==> src/rtl/tcap_pkg.sv <==
package tcap_pkg;

  // Register addresses on the byte-wide access port
  typedef enum logic [2:0] {
    RA_CTRL   = 3'd0,
    RA_MODE   = 3'd1,
    RA_CNT_LO = 3'd2,
    RA_CNT_HI = 3'd3,
    RA_CAP_LO = 3'd4,
    RA_CAP_HI = 3'd5
  } reg_addr_e;

  // Control register bit positions
  localparam int CB_RUN    = 0;
  localparam int CB_CAPSEL = 1;
  localparam int CB_TRGEN  = 2;
  localparam int CB_SRC    = 3;
  localparam int CB_EXF    = 6;
  localparam int CB_OVF    = 7;

  // Mode register bit positions
  localparam int MB_UPDN   = 0;

  typedef enum logic [1:0] {
    M_CAPTURE = 2'd0,
    M_RELOAD  = 2'd1,
    M_UPDOWN  = 2'd2
  } tmode_e;

  typedef struct packed {
    logic run;
    logic cap_mode;
    logic trg_en;
    logic ext_src;
    logic updn;
  } cfg_t;

endpackage

==> src/rtl/tcap_insamp.sv <==
module tcap_insamp #(
  parameter int SYNC_STAGES = 2
) (
  input  logic clk,
  input  logic rst_n,
  input  logic tick_i,
  input  logic pin_i,
  output logic level_o,
  output logic fall_o
);

  localparam int LAST = SYNC_STAGES - 1;

  logic [SYNC_STAGES-1:0] sync_q, sync_n;
  logic                   samp_q, samp_n;

  always_comb begin
    sync_n = {sync_q[SYNC_STAGES-2:0], pin_i};
    samp_n = tick_i ? sync_q[LAST] : samp_q;
  end

  always_ff @(posedge clk or negedge rst_n) begin
    if (!rst_n) begin
      sync_q <= '0;
      samp_q <= 1'b0;
    end else begin
      sync_q <= sync_n;
      samp_q <= samp_n;
    end
  end

  assign level_o = sync_q[LAST];
  // high sample held from the previous strobe, low now at this strobe
  assign fall_o  = tick_i & samp_q & ~sync_q[LAST];

endmodule

==> src/rtl/tcap_count.sv <==
module tcap_count
  import tcap_pkg::*;
#(
  parameter int HALF_W = 8
) (
  input  logic                  clk,
  input  logic                  rst_n,
  input  logic                  tick_i,
  input  cfg_t                  cfg_i,
  input  logic                  cnt_fall_i,
  input  logic                  trg_fall_i,
  input  logic                  trg_level_i,
  input  logic [1:0]            cnt_we_i,
  input  logic [1:0]            cap_we_i,
  input  logic [HALF_W-1:0]     wdata_i,
  output logic [2*HALF_W-1:0]   cnt_o,
  output logic [2*HALF_W-1:0]   cap_o,
  output logic                  ovf_set_o,
  output logic                  exf_set_o,
  output logic                  exf_tgl_o
);

  localparam int                NHALF   = 2;
  localparam int                CNT_W   = NHALF * HALF_W;
  localparam logic [CNT_W-1:0]  CNT_MAX = '1;
  localparam logic [CNT_W-1:0]  CNT_ONE = CNT_W'(1);

  logic [CNT_W-1:0] cnt_q, cnt_n, cnt_hw;
  logic [CNT_W-1:0] cap_q, cap_n, cap_hw;
  logic             pend_q, pend_n;
  logic             step, trg_act, grab;
  logic             ovf_set, exf_set, exf_tgl;
  tmode_e           mode;

  always_comb begin
    if (cfg_i.cap_mode)  mode = M_CAPTURE;
    else if (cfg_i.updn) mode = M_UPDOWN;
    else                 mode = M_RELOAD;
  end

  // pending external count: detected at one strobe, applied at the next
  always_comb begin
    pend_n  = tick_i ? cnt_fall_i : pend_q;
    step    = tick_i & cfg_i.run & (cfg_i.ext_src ? pend_q : 1'b1);
    trg_act = trg_fall_i & cfg_i.trg_en;
  end

  always_comb begin
    cnt_hw  = cnt_q;
    cap_hw  = cap_q;
    ovf_set = 1'b0;
    exf_set = 1'b0;
    exf_tgl = 1'b0;
    grab    = 1'b0;
    unique case (mode)
      M_CAPTURE: begin
        if (step) begin
          cnt_hw  = cnt_q + CNT_ONE;
          ovf_set = (cnt_q == CNT_MAX);
        end
        if (trg_act) begin
          cap_hw  = cnt_q;
          grab    = 1'b1;
          exf_set = 1'b1;
        end
      end
      M_RELOAD: begin
        if (step) begin
          if (cnt_q == CNT_MAX) begin
            cnt_hw  = cap_q;
            ovf_set = 1'b1;
          end else begin
            cnt_hw  = cnt_q + CNT_ONE;
          end
        end
        if (trg_act) begin
          cnt_hw  = cap_q;
          exf_set = 1'b1;
        end
      end
      M_UPDOWN: begin
        if (step) begin
          if (trg_level_i) begin
            if (cnt_q == CNT_MAX) begin
              cnt_hw  = cap_q;
              ovf_set = 1'b1;
              exf_tgl = 1'b1;
            end else begin
              cnt_hw  = cnt_q + CNT_ONE;
            end
          end else begin
            if (cnt_q == cap_q) begin
              cnt_hw  = CNT_MAX;
              ovf_set = 1'b1;
              exf_tgl = 1'b1;
            end else begin
              cnt_hw  = cnt_q - CNT_ONE;
            end
          end
        end
      end
      default: begin
        cnt_hw = cnt_q;
      end
    endcase
  end

  // per-byte software override; a hardware capture keeps priority over capture writes
  for (genvar g = 0; g < NHALF; g++) begin : g_half
    assign cnt_n[g*HALF_W +: HALF_W] = cnt_we_i[g] ? wdata_i : cnt_hw[g*HALF_W +: HALF_W];
    assign cap_n[g*HALF_W +: HALF_W] = (cap_we_i[g] && !grab) ? wdata_i
                                                              : cap_hw[g*HALF_W +: HALF_W];
  end

  always_ff @(posedge clk or negedge rst_n) begin
    if (!rst_n) begin
      cnt_q  <= '0;
      cap_q  <= '0;
      pend_q <= 1'b0;
    end else begin
      cnt_q  <= cnt_n;
      cap_q  <= cap_n;
      pend_q <= pend_n;
    end
  end

  assign cnt_o     = cnt_q;
  assign cap_o     = cap_q;
  assign ovf_set_o = ovf_set;
  assign exf_set_o = exf_set;
  assign exf_tgl_o = exf_tgl;

  // no movement of the counter on a clock without a strobe or a write
  a_r2_tick_only : assert property (@(posedge clk) disable iff (!rst_n)
    (!tick_i && cnt_we_i == 2'b00) |=> $stable(cnt_q));

  // a stopped counter only moves through writes or a trigger reload
  a_r4_halt : assert property (@(posedge clk) disable iff (!rst_n)
    (!cfg_i.run && cnt_we_i == 2'b00 &&
     !(trg_fall_i && cfg_i.trg_en && !cfg_i.cap_mode && !cfg_i.updn)) |=> $stable(cnt_q));

  // capture-mode wrap lands on zero
  a_r5_wrap_zero : assert property (@(posedge clk) disable iff (!rst_n)
    (cfg_i.cap_mode && step && cnt_q == CNT_MAX && cnt_we_i == 2'b00) |=> (cnt_q == '0));

  // reload-mode overflow restarts from the capture register
  a_r7_reload_on_ovf : assert property (@(posedge clk) disable iff (!rst_n)
    (!cfg_i.cap_mode && !cfg_i.updn && step && cnt_q == CNT_MAX && cnt_we_i == 2'b00)
      |=> (cnt_q == $past(cap_q)));

  // down-count underflow at the capture value loads all ones
  a_r10_underflow : assert property (@(posedge clk) disable iff (!rst_n)
    (!cfg_i.cap_mode && cfg_i.updn && step && !trg_level_i && cnt_q == cap_q &&
     cnt_we_i == 2'b00) |=> (cnt_q == CNT_MAX));

endmodule

==> src/rtl/tcap_timer.sv <==
module tcap_timer
  import tcap_pkg::*;
#(
  parameter int HALF_W      = 8,
  parameter int SYNC_STAGES = 2
) (
  input  logic              clk,
  input  logic              rst_n,
  input  logic              tick_i,
  input  logic              cnt_pin_i,
  input  logic              trg_pin_i,
  input  logic              wr_en_i,
  input  logic [2:0]        wr_addr_i,
  input  logic [HALF_W-1:0] wr_data_i,
  input  logic [2:0]        rd_addr_i,
  output logic [HALF_W-1:0] rd_data_o,
  output logic              ovf_irq_o,
  output logic              ext_irq_o
);

  localparam int CNT_W = 2 * HALF_W;

  // reset release synchroniser
  logic [1:0] rst_q;
  logic       rst_int_n;

  always_ff @(posedge clk or negedge rst_n) begin
    if (!rst_n) rst_q <= 2'b00;
    else        rst_q <= {rst_q[0], 1'b1};
  end
  assign rst_int_n = rst_q[1];

  // configuration and flags
  cfg_t cfg_q, cfg_n;
  logic ovf_q, ovf_n, exf_q, exf_n;
  logic we_ctrl, we_mode;
  logic [1:0] cnt_we, cap_we;
  logic cnt_fall, trg_fall, trg_level;
  logic ovf_set, exf_set, exf_tgl;
  logic [CNT_W-1:0] cnt_val, cap_val;

  always_comb begin
    we_ctrl = wr_en_i && (wr_addr_i == RA_CTRL);
    we_mode = wr_en_i && (wr_addr_i == RA_MODE);
    cnt_we  = {wr_en_i && (wr_addr_i == RA_CNT_HI), wr_en_i && (wr_addr_i == RA_CNT_LO)};
    cap_we  = {wr_en_i && (wr_addr_i == RA_CAP_HI), wr_en_i && (wr_addr_i == RA_CAP_LO)};
  end

  always_comb begin
    cfg_n = cfg_q;
    if (we_ctrl) begin
      cfg_n.run      = wr_data_i[CB_RUN];
      cfg_n.cap_mode = wr_data_i[CB_CAPSEL];
      cfg_n.trg_en   = wr_data_i[CB_TRGEN];
      cfg_n.ext_src  = wr_data_i[CB_SRC];
    end
    if (we_mode) cfg_n.updn = wr_data_i[MB_UPDN];

    // hardware events take precedence over a software write in the same clock
    if (ovf_set)      ovf_n = 1'b1;
    else if (we_ctrl) ovf_n = wr_data_i[CB_OVF];
    else              ovf_n = ovf_q;

    if (exf_set)      exf_n = 1'b1;
    else if (exf_tgl) exf_n = ~exf_q;
    else if (we_ctrl) exf_n = wr_data_i[CB_EXF];
    else              exf_n = exf_q;
  end

  always_ff @(posedge clk or negedge rst_int_n) begin
    if (!rst_int_n) begin
      cfg_q <= '0;
      ovf_q <= 1'b0;
      exf_q <= 1'b0;
    end else begin
      cfg_q <= cfg_n;
      ovf_q <= ovf_n;
      exf_q <= exf_n;
    end
  end

  tcap_insamp #(.SYNC_STAGES(SYNC_STAGES)) u_cnt_in (
    .clk     (clk),
    .rst_n   (rst_int_n),
    .tick_i  (tick_i),
    .pin_i   (cnt_pin_i),
    .level_o (),
    .fall_o  (cnt_fall)
  );

  tcap_insamp #(.SYNC_STAGES(SYNC_STAGES)) u_trg_in (
    .clk     (clk),
    .rst_n   (rst_int_n),
    .tick_i  (tick_i),
    .pin_i   (trg_pin_i),
    .level_o (trg_level),
    .fall_o  (trg_fall)
  );

  tcap_count #(.HALF_W(HALF_W)) u_count (
    .clk         (clk),
    .rst_n       (rst_int_n),
    .tick_i      (tick_i),
    .cfg_i       (cfg_q),
    .cnt_fall_i  (cnt_fall),
    .trg_fall_i  (trg_fall),
    .trg_level_i (trg_level),
    .cnt_we_i    (cnt_we),
    .cap_we_i    (cap_we),
    .wdata_i     (wr_data_i),
    .cnt_o       (cnt_val),
    .cap_o       (cap_val),
    .ovf_set_o   (ovf_set),
    .exf_set_o   (exf_set),
    .exf_tgl_o   (exf_tgl)
  );

  always_comb begin
    rd_data_o = '0;
    case (rd_addr_i)
      RA_CTRL: begin
        rd_data_o[CB_RUN]    = cfg_q.run;
        rd_data_o[CB_CAPSEL] = cfg_q.cap_mode;
        rd_data_o[CB_TRGEN]  = cfg_q.trg_en;
        rd_data_o[CB_SRC]    = cfg_q.ext_src;
        rd_data_o[CB_EXF]    = exf_q;
        rd_data_o[CB_OVF]    = ovf_q;
      end
      RA_MODE:   rd_data_o[MB_UPDN] = cfg_q.updn;
      RA_CNT_LO: rd_data_o = cnt_val[HALF_W-1:0];
      RA_CNT_HI: rd_data_o = cnt_val[CNT_W-1:HALF_W];
      RA_CAP_LO: rd_data_o = cap_val[HALF_W-1:0];
      RA_CAP_HI: rd_data_o = cap_val[CNT_W-1:HALF_W];
      default:   rd_data_o = '0;
    endcase
  end

  assign ovf_irq_o = ovf_q;
  assign ext_irq_o = exf_q & ~(~cfg_q.cap_mode & cfg_q.updn);

  // a hardware overflow set survives a same-clock clearing write
  a_r12_ovf_hw_wins : assert property (@(posedge clk) disable iff (!rst_int_n)
    ovf_set |=> ovf_q);

  // a hardware external-event set survives a same-clock clearing write
  a_r12_exf_hw_wins : assert property (@(posedge clk) disable iff (!rst_int_n)
    exf_set |=> exf_q);

  // every up/down wrap inverts the external flag
  a_r11_exf_toggles : assert property (@(posedge clk) disable iff (!rst_int_n)
    exf_tgl |=> (exf_q != $past(exf_q)));

endmodule

==> config.mk <==
export PLATFORM = sky130hd
export DESIGN_NAME = tcap_timer
export DESIGN_NICKNAME = d
export VERILOG_FILES = /design/src/rtl/tcap_pkg.sv /design/src/rtl/tcap_insamp.sv /design/src/rtl/tcap_count.sv /design/src/rtl/tcap_timer.sv
export SDC_FILE = /design/constraint.sdc
export NUM_CORES = 1
export LEC_CHECK = 0
export CORE_MARGIN = 2
export CORE_UTILIZATION = 50
export DETAILED_ROUTE_END_ITERATION = 8
export DONT_BUFFER_PORTS = 1
export PLACE_DENSITY_LB_ADDON = 0.15
export SETUP_SLACK_MARGIN = 0.2
export SLEW_MARGIN = 20
export SYNTH_ARGS = -nofsm -noshare
export SYNTH_HDL_FRONTEND = slang
export SYNTH_SLANG_ARGS = --single-unit
export TNS_END_PERCENT = 10
==> constraint.sdc <==
create_clock -name clk -period 2.7 [get_ports clk]
set_input_delay 0.54 -clock clk [delete_from_list [all_inputs] [get_ports clk]]
set_output_delay 0.54 -clock clk [all_outputs]
set_load 0.1 [all_outputs]
## Word-level counts from Yosys, hierarchy flattened

Index checks and enable logic that the tools add are counted.

- Register bits after elaboration: 48
- Bits of input ports: 20
- Word-level logic and storage cells: 115
- Output and inout bits: 10

- Multiplexer cells: 37
- Bitwise logic cells: 14
- Equal/unequal tests: 20
- Add/subtract/negate cells: 2
- Reduce and logical (&&, ||, !) cells: 25

Operators by type and width:

| cell | count |
|---|---|
| 16-bit 2-to-1 mux | 9 |
| 16-bit case mux with 3 select lines | 1 |
| 8-bit 2-to-1 mux | 4 |
| 16-bit by 1-bit adder with 16-bit output, second input constant | 1 |
| 16-bit == test | 1 |
| 16-bit == test, second input constant | 1 |
| 1-bit 2-to-1 mux | 16 |
| 16-bit by 1-bit subtractor with 16-bit output, second input constant | 1 |
| 3-bit case mux with 5 select lines | 1 |
| 3-bit by 2-bit == test with 1-bit output, second input constant | 4 |
| 3-bit == test, second input constant | 4 |
| 3-bit by 1-bit inequality test with 1-bit output, second input constant | 4 |
| 2-bit case mux with 5 select lines | 1 |
| 2-bit nonzero test | 5 |
| 1-bit AND | 9 |
| 1-bit logical AND | 8 |
| 4-bit by 1-bit inequality test with 1-bit output, second input constant | 2 |
| 2-bit case mux with 4 select lines | 1 |
| 4-bit AND reduction | 2 |
| 4-bit nonzero test | 2 |
| 3-bit by 1-bit == test with 1-bit output, second input constant | 2 |
| 3-bit logical NOT | 2 |
| 1-bit case mux with 6 select lines | 1 |
| 1-bit inverter | 5 |
| 9 further kinds | 11 |

## Depth between registers and ports, before layout

Gate-level depths: netlist of run 1.

- Depth after elaboration: 9
- Gate-level depth with buffers: 9
- Gate-level depth less buffers: 8

## By module

From an unflattened synthesis of run 1, not the netlist that was laid out.

- Cells, all modules: 520
- Area total of the unflattened synthesis: 4,289.1 µm²

By module, submodules not included:

| module | cells each | area each (µm²) | sequential area each (µm²) | times used |
|---|---|---|---|---|
| tcap_count | 437 | 3,373.2 | 825.8 | 1 |
| tcap_timer | 73 | 715.7 | 225.2 | 1 |
| tcap_insamp | 5 | 100.1 | 75.1 | 2 |

## Worst setup path after synthesis of run 1

OpenSTA, ideal clock, no wires.

- Path type: input to output
- Start: input port rd_addr_i[0]
- End: output port rd_data_o[0]
- Required time: 2.160 ns
- Stages on the path: 4
- Arrival time: 2.960 ns
- Path slack: -0.800 ns
- Path buffers: 2
- Cell sequence: clkbuf_1 > buf_1 > mux2i_1 > o221ai_1

- Cells in the longest elaborated chain, start to end: 2
- Elaborated cells between the ends (all ways): 7
- Classes of those cells: eq/ne: 5; mux: 1; reduce/logical: 1

Ends and longest elaborated chain:

| what | line | source |
|---|---|---|
| start: declaration | tcap_timer.sv:15 | `input logic [2:0] rd_addr_i,` |
| 3-bit == test (tied with other cells) | tcap_timer.sv:120 | `case (rd_addr_i)` |
| 1-bit case mux with 6 select lines * | tcap_timer.sv:120 |  |
| end: declaration | tcap_timer.sv:16 | `output logic [HALF_W-1:0] rd_data_o,` |

Mark *: on every way between the ends. The rest lies on a longest branch, timed or not.

## Final worst setup path of run 1

- Start: register u_count.cnt_q[2], in the netlist u_count.cnt_o[2]
- End: register u_count.cnt_q[11], in the netlist u_count.cnt_o[11]

- Cells in the longest elaborated chain, start to end: 6
- Elaborated cells between the ends (all ways): 13
- Classes of those cells: add/sub: 2; eq/ne: 2; mux: 9

Ends and longest elaborated chain:

| what | line | source |
|---|---|---|
| start: declaration | tcap_count.sv:28 | `logic [CNT_W-1:0] cnt_q, cnt_n, cnt_hw;` |
| start signal: assignment | tcap_count.sv:121 | `cnt_q <= cnt_n;` |
| 16-bit by 1-bit subtractor with 16-bit output (tied with other cells) | tcap_count.sv:97 | `cnt_hw = cnt_q - CNT_ONE;` |
| 16-bit 2-to-1 mux, on equally long branches | tcap_count.sv:92, tcap_count.sv:69, tcap_count.sv:84 |  |
| 16-bit 2-to-1 mux, on equally long branches | tcap_count.sv:83, tcap_count.sv:68 |  |
| 16-bit 2-to-1 mux, on equally long branches | tcap_count.sv:82, tcap_count.sv:76 |  |
| 16-bit case mux with 3 select lines * | tcap_count.sv:55 | `unique case (mode)` |
| 8-bit 2-to-1 mux * | tcap_count.sv:110 | `assign cnt_n[g*HALF_W +: HALF_W] = cnt_we_i[g] ? wdata_i : cnt_hw[g*HALF_W +: HALF_W];` |

Mark *: on every way between the ends. The rest lies on a longest branch, timed or not. The select of a mux whose other input is x is not followed.
A chain may end at the register's enable or synchronous reset.

==> results.md, run 1 <==
* Die Footprint at 0.00889 mm²
* CTS tree: yes
* Largest net degree at the start of global routing at 33
* Detailed placement HPWL at 11.7 mm
* Worst Setup Start Kind: register
* Fmax at 411 MHz
* Top post-synthesis cells by area: dfrtp_1, mux2i_1, xor2_1
* CP Data Arrival Time at 2.65 ns
* Tcrit/Tclk final at 90.0%
* Period minus WS final at 2.43 ns
* Top cell type's share of synthesized area at 29.5%
* Worst hold path type: reg2async
* Crit Path Category: reg2reg
* Static leakage at 0.00197 µW
* Htree depth at 2
* Post-DR wirelength/cell at 25.1 µm
* Share of cells above drive strength 1 at 18.6%
* Initial antenna violation count at 1
* EDFF count, synth at 0
* DIE WIDTH at 94.3 µm
* Clk root buf: clkbuf_8
* I/O Pins at 30
* Final WL at 16.1 mm
* Skew final at 0.0119 ns
* Combinational Power Share at 57.9%
* Initial Utilization at 52.2%
* Clock Latency Late Sink at 0.32 ns
* First-pass DRT Iterations at 6
* Clk pin slew, worst setup/hold paths at 0.11 ns
* Clk sink count at 48
* Worst-Margin Slew at 0.730 ns
* Iter 0 DRT Violations at 559
* Final setup vio count at 0
* Core area at 0.00781 mm²
* Cells after Synth at 505
* DR vias at 4426
* Fin area at 0.00481 mm²
* Synthesis warning total at 0
* Layout area overhead at 18.0%
* Clk buf depth at 2
* ANT nets after route at 0
* Sequential element share of the synthesized area at 29.5%
* Final hold violations at 0
* Sw Ratio at 50.4%
* Synthesized cell area at 0.00408 mm²
* Ant. Diodes at 0
* Max Cap Viol at 0
* R2R Path Start: u_count.cnt_o[2]
* Critical Path Start: u_count.cnt_o[2]
* Post-synth ARST share at 100%
* GP Congestion at 1.04
* RSZ-0062 raised after global routing: true
* Max Slew Vio Count at 0
* Tightest hold margin at 0.191 ns
* Die Span Y at 94.3 µm
* Synth cell types at 59
* PD cells at 1040 mW/mm²
* Residual DRC at 0
* Vias in the first global route at 4241
* Cell internal pwr at 2470 µW
* Yosys reg bits at 48
* CTS Buf Count at 5
* Post-layout nets at 560
* Status: finished, final reports clean
* Clock network fraction of design power at 13.3%
* GRT Util Overall at 37.7%
* First-pass GRT wire length at 24.6 mm
* Routed vias/inst at 6.90
* Grt total ovfl at 0
* CP Capture Type: register
* Port Buffers at 0
* CP max FO at 11
* # rows at 32
* Fin Setup TNS at 0 ns
* Post-synth top flop: dfrtp_1
* Crit path required time at 2.92 ns
* Syn nets at 527
* Commonest non-fill, non-tap cell in the layout: buf_4
* Worst relative slew slack at 50.8%
* Worst vdd ir at 0.000578 V
* Dpl cell area at 0.00465 mm²
* Commonest non-fill, non-tap cells in the layout: buf_4, nor2_1, dfrtp_1
* Cell taking the most area after synthesis: dfrtp_1
* Syn_area_per_cell at 8.07 µm²
* NetSw at 2510 µW
* Reg power frac at 28.7%
power groups by stage:
| stage | sequential [µW] | combinational (µW) | clock [µW] |
|---|---|---|---|
| 5_1_grt | 1460 | 3060 | 698 |
| 2_1_floorplan | 1230 | 2000 | 0 |
| 3_3_place_gp | 1430 | 2790 | 0 |
| 6_report | 1430 | 2890 | 665 |
| 4_1_cts | 1410 | 2830 | 662 |
| 3_5_place_dp | 1430 | 2810 | 0 |
critical path, stage by stage (launching register included):
cell       delay [ns]
dfrtp_1          0.54
or4_4            0.64
nand4bb_1        0.32
o21ai_0          0.25
and4_1           0.22
o22ai_1          0.07
a221o_1          0.29
synth_stat cells (all sizes together), types with 5 or more instances:
cell type   n
nand2      40
and3        5
a21oi      38
nor3       17
xnor2      10
clkbuf     23
a211o       8
dfrtp      48
a22oi       6
nor4       11
o221ai      7
or3        12
buf        14
o21ai      42
nand2b      5
a31oi      14
o22ai       5
xor2       29
inv         7
nand4       6
nand3      17
mux2i      34
mux2        7
nor2       47
metrics by stage:
step           setup WS, ns  instances  utilization [%]  total power [µW]
5_1_grt               0.141        641             61.6              5220
3_3_place_gp          0.272        630             59.5              4210
2_1_floorplan        0.0812        505                -              3230
4_1_cts               0.206        639             61.4              4900
6_report              0.269        641             61.6              4990
3_5_place_dp          0.238        630             59.5              4230
kinds of logic after synthesis:
group | Yosys count | synth area share [%]
AOI/OAI and AO/OA | 148 | 23.0
DFF | 48 | 29.5
muxes | 41 | 10.3
other | 1 | 0.0920
and+or+nand+nor | 182 | 23.7
buffers and inverters | 44 | 4.48
xor gates and xnor gates | 39 | 8.38
adders and majority gates | 2 | 0.614
path summary, 6_finish.rpt:
kind	to	slack, ns	depth (start not counted)
max in group asynchronous	cfg_q[3]	1.71	1
min in group clk	u_trg_in.sync_q[0]	0.23	0
hold reg to reg	cfg_q[0]	0.19	0
setup reg to reg	u_count.cnt_o[11]	0.27	6
hold / removal	cfg_q[0]	0.19	0
setup / recovery	u_count.cnt_o[11]	0.27	6
what timing repair did:
| action | CTS | global route |
|---|---|---|
| resized for setup | 0 | 1 |
| buffers inserted | 0 | 2 |
| setup endpoints to repair | 0 | 12 |
| hold endpoints to repair | 2 | 0 |
| hold buffers | 1 | 0 |
cell type report:
type                    instances  area [µm²]
inverters                       7        26.3
well taps                     102         128
clock buffers                   5        68.8
clock inverters                 3        68.8
repair buffers                 63         488
multi-input cells             413        2830
fillers                       701        3000
flip-flops and latches         48        1200
flip-flops by register name, indices dropped and copies added, names as in the netlist, 2 cells and up:
signal,cells
cfg_q,5
rst_q,2
u_cnt_in.sync_q,2
u_count.cap_o,16
u_count.cnt_o,16
u_trg_in.sync_q,2
per-layer routing:
metal	vias to the layer above	GRT usage [%]	share of wire, %	routed length, µm
met5	-	0	0	0
met4	0	16.3	3.4	552
met3	44	9.79	13	2010
met2	330	57.1	45	7210
met1	2117	51.0	39	6280
li1	1935	-	-	-
No activity file was read; power rests on OpenSTA's default activity.
==> run 2: changes to the inputs <==
--- a/config.mk
+++ b/config.mk
@@ -14,5 +14,6 @@
 export SLEW_MARGIN = 20
 export SYNTH_ARGS = -nofsm -noshare
 export SYNTH_HDL_FRONTEND = slang
+export SYNTH_HIERARCHICAL = 1
 export SYNTH_SLANG_ARGS = --single-unit
 export TNS_END_PERCENT = 10
==> constraint.sdc (replaced) <==
create_clock -name clk -period 2.7 [get_ports clk]
set_input_delay 0.27 -clock clk [delete_from_list [all_inputs] [get_ports clk]]
set_output_delay 0.27 -clock clk [all_outputs]
set_load 0.1 [all_outputs]
==> run 2 against run 1 <==
Net effect: final cell count rose by 3.1%; clock skew is 0.0038 ns higher; flip-flop and latch count unchanged; routed wire length is 6.1% higher; largest cell class unchanged; largest power group unchanged; highest routed layer unchanged.
==> results.md, run 2 <==
* Tcrit/Tclk final at 93.0%
* Commonest cells post-synth: nand2_1, dfrtp_1, nor2_1, o21ai_0
* Crit path buffers/inverters at 0
* Post-layout util at 60.0%
* Commonest non-fill, non-tap cells in the layout: buf_4, nand2_1, dfrtp_1
* Final hold violations at 0
* Worst hold path type: in2reg
* Sw Ratio at 50.4%
* Worst path top cell family by delay: simple AND/OR/NAND/NOR gates
* Reg power frac at 27.6%
* Clock network fraction of design power at 14.0%
* Layout area overhead at 15.6%
* Clk buf depth at 2
* Initial antenna violation count at 0
* Cell taking the most area after synthesis: dfrtp_1
* Syn_area_per_cell at 8.25 µm²
* Max Slew Vio Count at 0
* Synth cell types at 78
* RSZ-0062 raised after global routing: true
* Post-layout nets at 577
* Fmax at 398 MHz
* Max Cap Viol at 0
* Worst vdd ir at 0.000443 V
* PD cells at 984 mW/mm²
* Commonest non-fill, non-tap cell in the layout: buf_4
* Period minus WS final at 2.51 ns
* Power after layout at 4880 µW
* Top post-synthesis cells by area: dfrtp_1, mux2i_1, nand2_1
* GP Congestion at 1.11
* I/O Pins at 30
* Tightest hold margin at 0.0726 ns
* EDFF count, synth at 0
* Worst-Margin Slew at 1.10 ns
* Htree depth at 2
* Clk sink count at 48
* CP Capture Type: register
* Die Span Y at 96.6 µm
* Final setup vio count at 0
* Post-synth ARST share at 100%
* Vias in the first global route at 4555
* Worst relative slew slack at 26.3%
* Dpl cell area at 0.00475 mm²
* First-pass DRT Iterations at 6
* Cells after Synth at 520
* Detailed placement HPWL at 12.5 mm
* Crit Path Category: reg2reg
* Core area at 0.00826 mm²
* Initial Utilization at 51.9%
* Post-DR wirelength/cell at 25.8 µm
* CP Data Arrival Time at 2.73 ns
* Iter 0 DRT Violations at 569
* First-pass GRT wire length at 26.6 mm
* CP max FO at 9
* Top-count cell post-synth: nand2_1
* Status: finished, final reports clean
* GRT Util Overall at 36.1%
* Top cell type's share of synthesized area at 28.0%
* Clk root buf: clkbuf_8
* Fin Setup TNS at 0 ns
* Port Buffers at 0
* Final WL at 17.0 mm
* CTS tree: yes
* Critical Path Max Stage Delay at 0.53 ns
* Worst-path cell chain: and3b_2, nor4bb_1, a31oi_1, nor2_1, o311ai_0, o211a_1
* Synthesized cell area at 0.00429 mm²
* Yosys reg bits at 48
* Residual DRC at 0
* NetSw at 2460 µW
* ANT nets after route at 0
* Critical-path top delay cell: nor2_1
* Ant. Diodes at 0
* DIE WIDTH at 96.6 µm
* Die Footprint at 0.00934 mm²
* # rows at 33
* Synthesis warning total at 6
* Static leakage at 0.00193 µW
* Clock Latency Late Sink at 0.33 ns
* DR vias at 4730
* Fin area at 0.00496 mm²
* Crit path required time at 2.92 ns
* Cell internal pwr at 2420 µW
* Sequential element share of the synthesized area at 28.0%
* CTS Buf Count at 5
* Routed vias/inst at 7.16
* Post-synth top flop: dfrtp_1
* Skew final at 0.0158 ns
* Combinational Power Share at 58.4%
* Grt total ovfl at 0
* Share of cells above drive strength 1 at 20.9%
* Largest net degree at the start of global routing at 47
* Worst Setup Start Kind: register
* Syn nets at 542
* Clk pin slew, worst setup/hold paths at 0.11 ns
run 2: cell families (layout without fill, tap and decap cells):
| family | Yosys count | count (layout) | synth area share [%] |
|---|---|---|---|
| buffers and inverters | 53 | 89 | 5.80 |
| AND/OR/NAND/NOR | 194 | 194 | 25.2 |
| flip-flops | 48 | 48 | 28.0 |
| AO/OA/AOI/OAI | 148 | 148 | 23.5 |
| multiplexers | 34 | 34 | 8.66 |
| adder cells (fa/ha/maj) | 2 | 2 | 0.583 |
| XOR/XNOR | 40 | 40 | 8.17 |
| other | 1 | 1 | 0.0874 |
run 2: power groups by stage:
stage | Combinational (µW) | Clock [µW] | Sequential [µW]
3_5_place_dp | 2700 | 0 | 1340
5_1_grt | 3020 | 705 | 1370
2_1_floorplan | 1960 | 0 | 1200
6_report | 2850 | 680 | 1350
3_3_place_gp | 2700 | 0 | 1340
4_1_cts | 2720 | 679 | 1330
run 2: stage by stage:
| step | worst slack (ns) | std cells |
|---|---|---|
| finish | 0.188 | 661 |
| global route | 0.131 | 661 |
| CTS | 0.212 | 661 |
| detailed placement | 0.135 | 649 |
| global placement | 0.0627 | 649 |
| floorplan | -0.195 | 520 |
run 2: worst paths after layout:
path	from	endpoint	slack (ns)	cells after the start
setup reg to reg	u_trg_in/sync_q[1]	u_count/cnt_o[0]	0.19	6
max in group asynchronous	rst_q[1]	u_count/cnt_o[1]	1.89	0
hold / removal	wr_data_i[5]	u_count/cnt_o[13]	0.07	2
hold reg to reg	u_cnt_in/sync_q[0]	u_cnt_in/sync_q[1]	0.36	0
min in group asynchronous	rst_n	rst_q[1]	0.18	1
setup / recovery	u_trg_in/sync_q[1]	u_count/cnt_o[0]	0.19	6
run 2: cell type report:
cell class / count / area, µm²
clock buffers: 5 / 68.8
fillers: 755 / 3300
inverters: 14 / 52.6
repair buffers: 67 / 523
multi-input cells: 419 / 2910
clock inverters: 3 / 68.8
well taps: 105 / 131
flip-flops and latches: 48 / 1210
run 2: routing by layer:
metal  GRT usage (%)  vias to the layer above  wire (µm)
li1                -                     2004          -
met1            47.9                     2249       6510
met2            52.5                      372       7220
met3            11.2                      105       2180
met4            19.4                        0       1120
met5               0                        -          0
run 2: timing repair:
item	4_1_cts	5_1_grt
gates resized for setup	1	7
setup buffers	1	0
hold buffers	3	0
hold endpoints to repair	4	0
setup endpoints to repair	1	17
